<file path="src/rtl/disp_snoop_pkg.sv">
package disp_snoop_pkg;
  localparam int BYTE_W = 8;

  typedef enum logic [1:0] {
    CLS_DATA = 2'b00,
    CLS_CTRL = 2'b01,
    CLS_ADDR = 2'b11
  } byte_cls_e;

  function automatic byte_cls_e classify(input logic [BYTE_W-1:0] b);
    case (b[7:6])
      2'b00:   classify = CLS_DATA;
      2'b11:   classify = CLS_ADDR;
      default: classify = CLS_CTRL;
    endcase
  endfunction
endpackage

</file>
<file path="src/rtl/snoop_sync.sv">
module snoop_sync #(
  parameter int W = 2
) (
  input  logic         clk,
  input  logic         rst,
  input  logic [W-1:0] d,
  output logic [W-1:0] q
);
  logic [W-1:0] meta;

  always_ff @(posedge clk) begin
    if (rst) begin
      meta <= '0;
      q    <= '0;
    end else begin
      meta <= d;
      q    <= meta;
    end
  end
endmodule

</file>
<file path="src/rtl/snoop_shifter.sv">
module snoop_shifter
  import disp_snoop_pkg::*;
#(
  parameter int TIMEOUT_US = 1000
) (
  input  logic              clk,
  input  logic              rst,
  input  logic              sclk_s,
  input  logic              din_s,
  input  logic              tick,
  output logic              byte_vld,
  output logic [BYTE_W-1:0] byte_q,
  output logic              tmo
);
  localparam int BC_W   = $clog2(BYTE_W);
  localparam int IDLE_W = $clog2(TIMEOUT_US + 1);

  logic              sclk_d;
  logic              rise;
  logic [BC_W-1:0]   bit_cnt;
  logic [BYTE_W-1:0] sh;
  logic [BYTE_W-1:0] sh_next;
  logic [IDLE_W-1:0] idle;
  logic              armed;

  assign rise    = sclk_s & ~sclk_d;
  assign sh_next = {din_s, sh[BYTE_W-1:1]};

  always_ff @(posedge clk) begin
    if (rst) begin
      sclk_d   <= 1'b0;
      bit_cnt  <= '0;
      sh       <= '0;
      byte_vld <= 1'b0;
      byte_q   <= '0;
      idle     <= '0;
      armed    <= 1'b0;
      tmo      <= 1'b0;
    end else begin
      sclk_d   <= sclk_s;
      byte_vld <= 1'b0;
      tmo      <= 1'b0;
      if (rise) begin
        sh    <= sh_next;
        armed <= 1'b1;
        idle  <= '0;
        if (bit_cnt == BC_W'(BYTE_W - 1)) begin
          bit_cnt  <= '0;
          byte_vld <= 1'b1;
          byte_q   <= ~sh_next;
        end else begin
          bit_cnt <= bit_cnt + 1'b1;
        end
      end else if (armed && tick) begin
        if (idle == IDLE_W'(TIMEOUT_US - 1)) begin
          tmo     <= 1'b1;
          armed   <= 1'b0;
          bit_cnt <= '0;
          idle    <= '0;
        end else begin
          idle <= idle + 1'b1;
        end
      end
    end
  end
endmodule

</file>
<file path="src/rtl/snoop_decoder.sv">
module snoop_decoder
  import disp_snoop_pkg::*;
#(
  parameter int DEPTH = 8
) (
  input  logic                     clk,
  input  logic                     rst,
  input  logic                     byte_vld,
  input  logic [BYTE_W-1:0]        byte_q,
  input  logic                     tmo,
  output logic [DEPTH*BYTE_W-1:0]  mem_flat,
  output logic [DEPTH-1:0]         upd,
  output logic                     err
);
  localparam int AW = (DEPTH > 1) ? $clog2(DEPTH) : 1;
  localparam logic [5:0] DEPTH6 = 6'(DEPTH);

  byte_cls_e         cls;
  logic              pend;
  logic [AW-1:0]     paddr;
  logic              do_wr;
  logic [BYTE_W-1:0] mem_q [DEPTH];

  assign cls   = classify(byte_q);
  assign do_wr = byte_vld && (cls == CLS_DATA) && pend;

  always_ff @(posedge clk) begin
    if (rst) begin
      pend  <= 1'b0;
      paddr <= '0;
      err   <= 1'b0;
    end else if (tmo) begin
      pend <= 1'b0;
    end else if (byte_vld) begin
      if (cls == CLS_ADDR) begin
        if (byte_q[5:0] < DEPTH6) begin
          pend  <= 1'b1;
          paddr <= byte_q[AW-1:0];
        end else begin
          pend <= 1'b0;
          err  <= 1'b1;
        end
      end else begin
        pend <= 1'b0;
      end
    end
  end

  for (genvar i = 0; i < DEPTH; i++) begin : g_entry
    always_ff @(posedge clk) begin
      if (rst) begin
        mem_q[i] <= '0;
        upd[i]   <= 1'b0;
      end else begin
        upd[i] <= do_wr && (paddr == AW'(i));
        if (do_wr && (paddr == AW'(i)))
          mem_q[i] <= byte_q;
      end
    end
    assign mem_flat[i*BYTE_W +: BYTE_W] = mem_q[i];
  end
endmodule

</file>
<file path="src/rtl/disp_cmd_snoop.sv">
module disp_cmd_snoop
  import disp_snoop_pkg::*;
#(
  parameter int CLK_HZ     = 100_000_000,
  parameter int TIMEOUT_US = 1000,
  parameter int DEPTH      = 8,
  parameter int CNT_W      = 16
) (
  input  logic                    clk,
  input  logic                    rst,
  input  logic                    ser_clk,
  input  logic                    ser_din,
  output logic [DEPTH*BYTE_W-1:0] mem_flat,
  output logic [DEPTH-1:0]        upd,
  output logic [CNT_W-1:0]        timeout_cnt,
  output logic                    err
);
  localparam int TICK_DIV = (CLK_HZ / 1_000_000 > 0) ? CLK_HZ / 1_000_000 : 1;
  localparam int DIV_W    = $clog2(TICK_DIV + 1);

  logic [1:0]        ser_s;
  logic [DIV_W-1:0]  div_cnt;
  logic              tick;
  logic              byte_vld;
  logic [BYTE_W-1:0] byte_q;
  logic              tmo;

  snoop_sync #(.W(2)) u_sync (
    .clk (clk),
    .rst (rst),
    .d   ({ser_clk, ser_din}),
    .q   (ser_s)
  );

  always_ff @(posedge clk) begin
    if (rst) begin
      div_cnt <= '0;
      tick    <= 1'b0;
    end else if (div_cnt == DIV_W'(TICK_DIV - 1)) begin
      div_cnt <= '0;
      tick    <= 1'b1;
    end else begin
      div_cnt <= div_cnt + 1'b1;
      tick    <= 1'b0;
    end
  end

  snoop_shifter #(.TIMEOUT_US(TIMEOUT_US)) u_shift (
    .clk      (clk),
    .rst      (rst),
    .sclk_s   (ser_s[1]),
    .din_s    (ser_s[0]),
    .tick     (tick),
    .byte_vld (byte_vld),
    .byte_q   (byte_q),
    .tmo      (tmo)
  );

  snoop_decoder #(.DEPTH(DEPTH)) u_dec (
    .clk      (clk),
    .rst      (rst),
    .byte_vld (byte_vld),
    .byte_q   (byte_q),
    .tmo      (tmo),
    .mem_flat (mem_flat),
    .upd      (upd),
    .err      (err)
  );

  always_ff @(posedge clk) begin
    if (rst)
      timeout_cnt <= '0;
    else if (tmo)
      timeout_cnt <= timeout_cnt + 1'b1;
  end
endmodule

</file>
<file path="config.mk">
export PLATFORM = sky130hd
export DESIGN_NAME = disp_cmd_snoop
export DESIGN_NICKNAME = d
export VERILOG_FILES = /design/src/rtl/disp_snoop_pkg.sv /design/src/rtl/snoop_sync.sv /design/src/rtl/snoop_shifter.sv /design/src/rtl/snoop_decoder.sv /design/src/rtl/disp_cmd_snoop.sv
export SDC_FILE = /design/constraint.sdc
export NUM_CORES = 1
export LEC_CHECK = 0
export BUFFER_PORTS_ARGS = -buffer_cell sky130_fd_sc_hd__buf_2
export CORE_MARGIN = 1
export CORE_UTILIZATION = 26
export CTS_BUF_LIST = sky130_fd_sc_hd__clkbuf_4 sky130_fd_sc_hd__clkbuf_8
export DETAILED_ROUTE_END_ITERATION = 6
export SYNTH_ARGS = -nofsm -noshare
export SYNTH_HDL_FRONTEND = slang
export SYNTH_SLANG_ARGS = --single-unit
</file>
<file path="constraint.sdc">
create_clock -name clk -period 6.4 [get_ports clk]
set_input_delay 0.96 -clock clk [delete_from_list [all_inputs] [get_ports clk]]
set_output_delay 0.96 -clock clk [all_outputs]
set_load 0.01 [all_outputs]
</file>
Yosys cells after proc, flatten, opt, wreduce, memory -nomap -nowiden

Memory sizes are Yosys's and may differ from the RTL's.
Cells that the tools add are included.

Memory bits (writable): 64
Memories kept: 1
Bits of input ports: 4
Output and inout port bits: 89
Bits in registers: 74

Memories:

| memory      | depth | bits a word | read ports | clocked after memory_dff | wr ports | line                | source |
|---|---|---|---|---|---|---|---|
| u_dec.mem_q | 8     | 8           | 8          | 0                        | 8        | snoop_decoder.sv:22 | `logic [BYTE_W-1:0] mem_q [DEPTH];` |

$add $sub $neg: 4
Eq/ne operators: 12
Reduce and logical (&&, ||, !) cells: 25
Order comparisons: 1
Multiplexer cells: 48
Bitwise logic cells: 15

Operator list:

| kind                                                       | count |
|---|---|
| 2-to-1 mux 8 bit                                           | 8 |
| 2-to-1 mux 1 bit                                           | 34 |
| adder 16 x 1 -> 16 bit, second input constant              | 1 |
| equality test 3 bit, second input constant                 | 5 |
| 2-to-1 mux 3 bit                                           | 4 |
| logical AND 1 bit                                          | 11 |
| adder 10 x 1 -> 10 bit, second input constant              | 1 |
| equality test 10 bit, second input constant                | 1 |
| 2-to-1 mux 10 bit                                          | 1 |
| inverter 8 bit                                             | 1 |
| OR 1 bit                                                   | 8 |
| AND reduction 4 bit                                        | 2 |
| OR reduction 2 bit                                         | 4 |
| adder 7 x 1 -> 7 bit, second input constant                | 1 |
| equality test 7 bit, second input constant                 | 1 |
| equality test 3 x 2 -> 1 bit, second input constant        | 2 |
| less-than comparator 6 x 4 -> 1 bit, second input constant | 1 |
| inverter 1 bit                                             | 5 |
| equality test 2 bit, second input constant                 | 2 |
| zero test 2 bit                                            | 2 |
| case mux 2 bit (2 select lines)                            | 1 |
| AND reduction 2 bit                                        | 2 |
| nonzero test 2 bit                                         | 2 |
| adder 3 x 1 -> 3 bit, second input constant                | 1 |
| 4 further kinds                                            | 4 |

Depth between registers and ports, before layout

Depth in word-level cells: 10
Gate-level depth with buffers: 7
Mapped depth without buffers: 5

Hierarchy

A second synthesis with hierarchy kept.

Cell total of the unflattened synthesis: 437
Area, all modules: 5173.7 um^2

By module, submodules not included:

| module         | seq. area each (um^2) | area an instance (um^2) | instances | cells each |
|---|---|---|---|---|
| snoop_decoder  | 2182.1                | 2745.1                  | 1         | 187 |
| snoop_shifter  | 640.6                 | 1266.2                  | 1         | 125 |
| disp_cmd_snoop | 480.5                 | 1057.3                  | 1         | 117 |
| snoop_sync     | 80.1                  | 105.1                   | 1         | 8 |

Least setup slack after synthesis

Ideal clock, no wire load.

Path type: reg-to-reg
Start: register u_shift.byte_q[6]
End: memory u_dec.mem_q[0][0], enable pin
Library setup time: 384 ps
Data required time: 6016 ps
Setup slack: 4340 ps
Path buffers: 0
Arrival time: 1676 ps
Period minus slack after synthesis: 2060 ps
Cell stages (with the launch flop): 4
Cells stage by stage: dfxtp_1 > and4bb_1 > or3b_4 > o21ai_0

RTL lines:

| element                | line                | source |
|---|---|---|
| from (decl)            | snoop_shifter.sv:12 | `output logic [BYTE_W-1:0] byte_q,` |
| from (signal assigned) | snoop_shifter.sv:50 | `byte_q <= ~sh_next;` |
| to (decl)              | snoop_decoder.sv:22 |  |

==> flow_metrics.py <==
metrics = {
    "run_status": {
        "run_status": "finished clean",
    },
    "timing": {
        "worst_slew_margin_rel_pct": 25.7,
        "grt_setup_unrepaired": "false",
        "finalWorstPathRequiredPeriod_ns": 2.40,
        "finalMaxSlewViolations": 0,
        "tns_ns": 0,
        "fin_crit_sh_pct": 37.5,
        "finish_stage_setup_viols": 0,
        "finalClockSkew_ns": 0.0157,
        "worstMarginPinSlew_ns": 1.10,
        "max_clock_freq_mhz": 416,
        "finalHoldViolCount": 0,
    },
    "clocking": {
        "tritoncts_clock_tree": "done",
        "max-clock-path-buffers": 2,
        "clock_pin_transition_on_the_worst_setup_and_hold_timing_paths_ns": 0.08,
        "htree_num_levels": 4,
        "post_cts_hold_buffer_count": 0,
        "clockRootBuffer": "clkbuf_8",
        "cts.sinks": 137,
        "tritoncts_buffers": 17,
        "cts_repair_resize_count": 0,
        "clk-insertion-delay-late_ns": 0.43,
        "post-cts-setup-buffer-count": 0,
    },
    "setup_path": {
        "r2r_setup_slack_ns": 4.00,
        "critical_path.endpoint_type": "flip-flop",
        "worstPathRequired_ns": 6.45,
        "timing.critical_path.slowest_stage_cell": "o21ai_0",
        "timing.critical_path.from_type": "flip-flop",
        "critical_path.cell_chain": "and4bb_1, or3b_4, o21ai_0",
        "crit_path_max_incr_delay_ns": 0.86,
        "path_class": "reg2reg",
        "cp.arrival_ns": 2.46,
        "worst-path-max-fanout": 8,
    },
    "finish": {
        "fin_nets": 551,
        "n_fill_cell": 2015,
        "flow.area_growth_from_synthesis_pct": 23.5,
        "antenna_cells": 0,
        "drive_above_1_share_pct": 24.5,
        "final_util_pct": 32.7,
    },
    "routing": {
        "drc_errors": 0,
        "routed-via-count": 3331,
        "drtIter0Drc": 132,
        "routed_wirelength_microns": 10300,
        "antenna_nets_post_route": 0,
        "vias_per_cell": 4.06,
        "routedWlPerCell_microns": 12.5,
        "firstDrtPassIters": 4,
    },
    "logic_synthesis": {
        "synth-main-ff-cell": "dfxtp_1",
        "avgSynthCellArea_sq_um": 11.9,
        "synth.yosys.seq_area_share_pct": 65.9,
        "yosys.cell_types.count": 46,
        "synth_async_sr_flop_share_pct": 0,
        "mappedNetlistArea_sq_mm": 0.00513,
        "netlist_instances": 431,
        "yosys_reg_bits": 137,
        "yosys_warns": 0,
        "post_synth_edffs": 64,
    },
    "pwr": {
        "combinationalPowerShare_pct": 2.9,
        "power.switching_fraction_pct": 22.3,
        "vdd_ir_drop_max_mv": 0.174,
        "pwr-share-clk_pct": 42.8,
        "power_leakage_uw": 0.00248,
        "p_int_uw": 1350,
        "power.switching_uw": 387,
        "power_density_relative_to_cell_area_mw_per_mm2": 274,
        "seq_power_share_pct": 54.3,
    },
    "global_routing": {
        "grt_remaining_overflow": 0,
        "antenna_violations_before_repair": 0,
        "grt_pass1_vias": 3202,
        "gr-max-usage-layer": "met2",
        "wire_length_of_the_first_global_routing_pass_microns": 16700,
        "grt.met2_usage_pct": 17.2,
        "grt_util_met3_pct": 3.40,
        "global_routing_met1_resource_utilization_pct": 13.6,
        "grt_max_degree": 52,
        "track_usage_pct": 10.8,
    },
    "worst_hold_path": {
        "hold_path_class": "reg2reg",
    },
    "placed_design": {
        "hpwl_microns": 7020,
        "buffer_ports.inserted": 92,
        "globalplace.congestion": 0.759,
    },
    "floorplan": {
        "design.portCount": 93,
        "die_h_microns": 142,
        "die-width_microns": 142,
        "core_sq_mm": 0.0194,
        "num_rows": 51,
        "die_area_sq_mm": 0.0203,
        "start_util_pct": 26.5,
    },
    "flow_run": {
        "timing.max_cap.violations": 0,
    },
}
[stage by stage]
step           area, sq um  total power, uW  hold slack [ns]  setup slack, ns  std cells
2_1_floorplan         5190              989            0.413             4.34        446
3_3_place_gp          5920             1010            0.434             3.58        788
3_5_place_dp          5920             1010            0.433             3.55        788
4_1_cts               6330             1760            0.447             3.95        820
5_1_grt               6330             1800            0.463             3.85        820
6_report              6330             1740            0.446             4.00        820
[synth_stat cells, types with 2 or more instances]
master | n | area (sq um)
a211oi_1 | 7 | 52.6
a21oi_1 | 13 | 65.1
and2_1 | 51 | 319
and3_1 | 2 | 12.5
buf_2 | 3 | 15.0
clkbuf_1 | 11 | 41.3
dfxtp_1 | 73 | 1460
edfxtp_1 | 64 | 1920
ha_1 | 5 | 62.6
inv_1 | 6 | 22.5
mux2i_1 | 4 | 40.0
nand2_1 | 30 | 113
nand2b_1 | 3 | 18.8
nand3_1 | 15 | 75.1
nand3b_1 | 3 | 22.5
nand4_1 | 9 | 56.3
nor2_1 | 52 | 195
nor2b_1 | 8 | 50.1
nor3_1 | 6 | 30.0
nor3_2 | 3 | 30.0
nor4_1 | 3 | 18.8
o21ai_0 | 10 | 50.1
or3_1 | 2 | 12.5
or4_1 | 2 | 15.0
xnor2_1 | 14 | 123
xor2_1 | 12 | 105
[layer usage]
layer	share of wire, %	wire length, microns	vias up
li1	-	-	1707
met1	49	4990	1519
met2	44	4550	91
met3	5.1	527	14
met4	1.9	192	0
met5	0	0	-
[cells in the final DEF, fill, tap and decap left out, types with 4 or more instances in the layout]
master | netlist | routed
a211oi_1 | 7 | 7
a21oi_1 | 13 | 13
and2_1 | 51 | 51
buf_2 | 3 | 92
clkbuf_8 | 0 | 17
conb_1 | 1 | 16
dfxtp_1 | 73 | 73
edfxtp_1 | 64 | 64
ha_1 | 5 | 5
inv_1 | 6 | 6
mux2i_1 | 4 | 4
nand2_1 | 30 | 30
nand3_1 | 15 | 15
nand4_1 | 9 | 9
nor2_1 | 52 | 52
nor2b_1 | 8 | 8
nor3_1 | 6 | 6
o21ai_0 | 10 | 10
xnor2_1 | 14 | 14
xor2_1 | 12 | 12
[worst max-delay path: cells and delay by family (launching register included)]
| family | cells | cell delay, ns |
|---|---|---|
| simple gates | 2 | 0.84 |
| flops | 1 | 0.32 |
| compound gates | 1 | 0.86 |
[final cells by class]
cell class	instances	area, sq um	share of cell area [%]
multi-input combinational	287	1710	27.0
tap	265	332	5.23
clock inverter	13	168	2.65
clock buffer	19	249	3.93
sequential	137	3380	53.4
timing repair buffer	93	468	7.39
inverter	6	22.5	0.356
[sequential cells by signal (all words and copies together) (netlist names), 2 cells and up]
name / count
u_dec.upd: 8
u_shift.sh: 7
div_cnt: 7
u_dec.mem_q: 64
u_dec.paddr: 3
u_sync.meta: 2
timeout_cnt: 16
u_shift.byte_q: 8
u_shift.idle: 10
u_shift.bit_cnt: 3
u_sync.q: 2
[worst paths after layout]
check,startpoint,depth (start not counted),end
max,u_shift.byte_q[6]$_SDFFE_PP0P_,3,u_dec.mem_q[0][10]$_SDFFCE_PN0P_
min reg2reg,u_sync.meta[1]$_SDFF_PP0_,1,u_sync.q[1]$_SDFF_PP0_
max reg2reg,u_shift.byte_q[6]$_SDFFE_PP0P_,3,u_dec.mem_q[0][10]$_SDFFCE_PN0P_
min,u_sync.meta[1]$_SDFF_PP0_,1,u_sync.q[1]$_SDFF_PP0_
[kinds of logic (layout without fill, tap and decap cells)]
logic type                 Yosys count  in the layout  synth area share, %
DFF                                137            137                 65.9
and+or+nand+nor                    201            201                 21.7
adders and majority gates            5              5                 1.22
xor gates and xnor gates            26             26                 4.44
AOI/OAI and AO/OA                   34             34                 3.90
buffers and inverters               22            131                 1.78
other                                1             16               0.0731
muxes                                5              5                 1.00
[power by group through the flow]
stage                     clock [uW]  combinational [uW]  sequential, uW
final                            744                50.2             943
after global routing             800                56.3             945
after CTS                        767                50.9             943
after detailed placement           0                50.8             963
after global placement             0                49.8             964
after floorplan                    0                19.4             970
(Power assumes the default switching activity.)
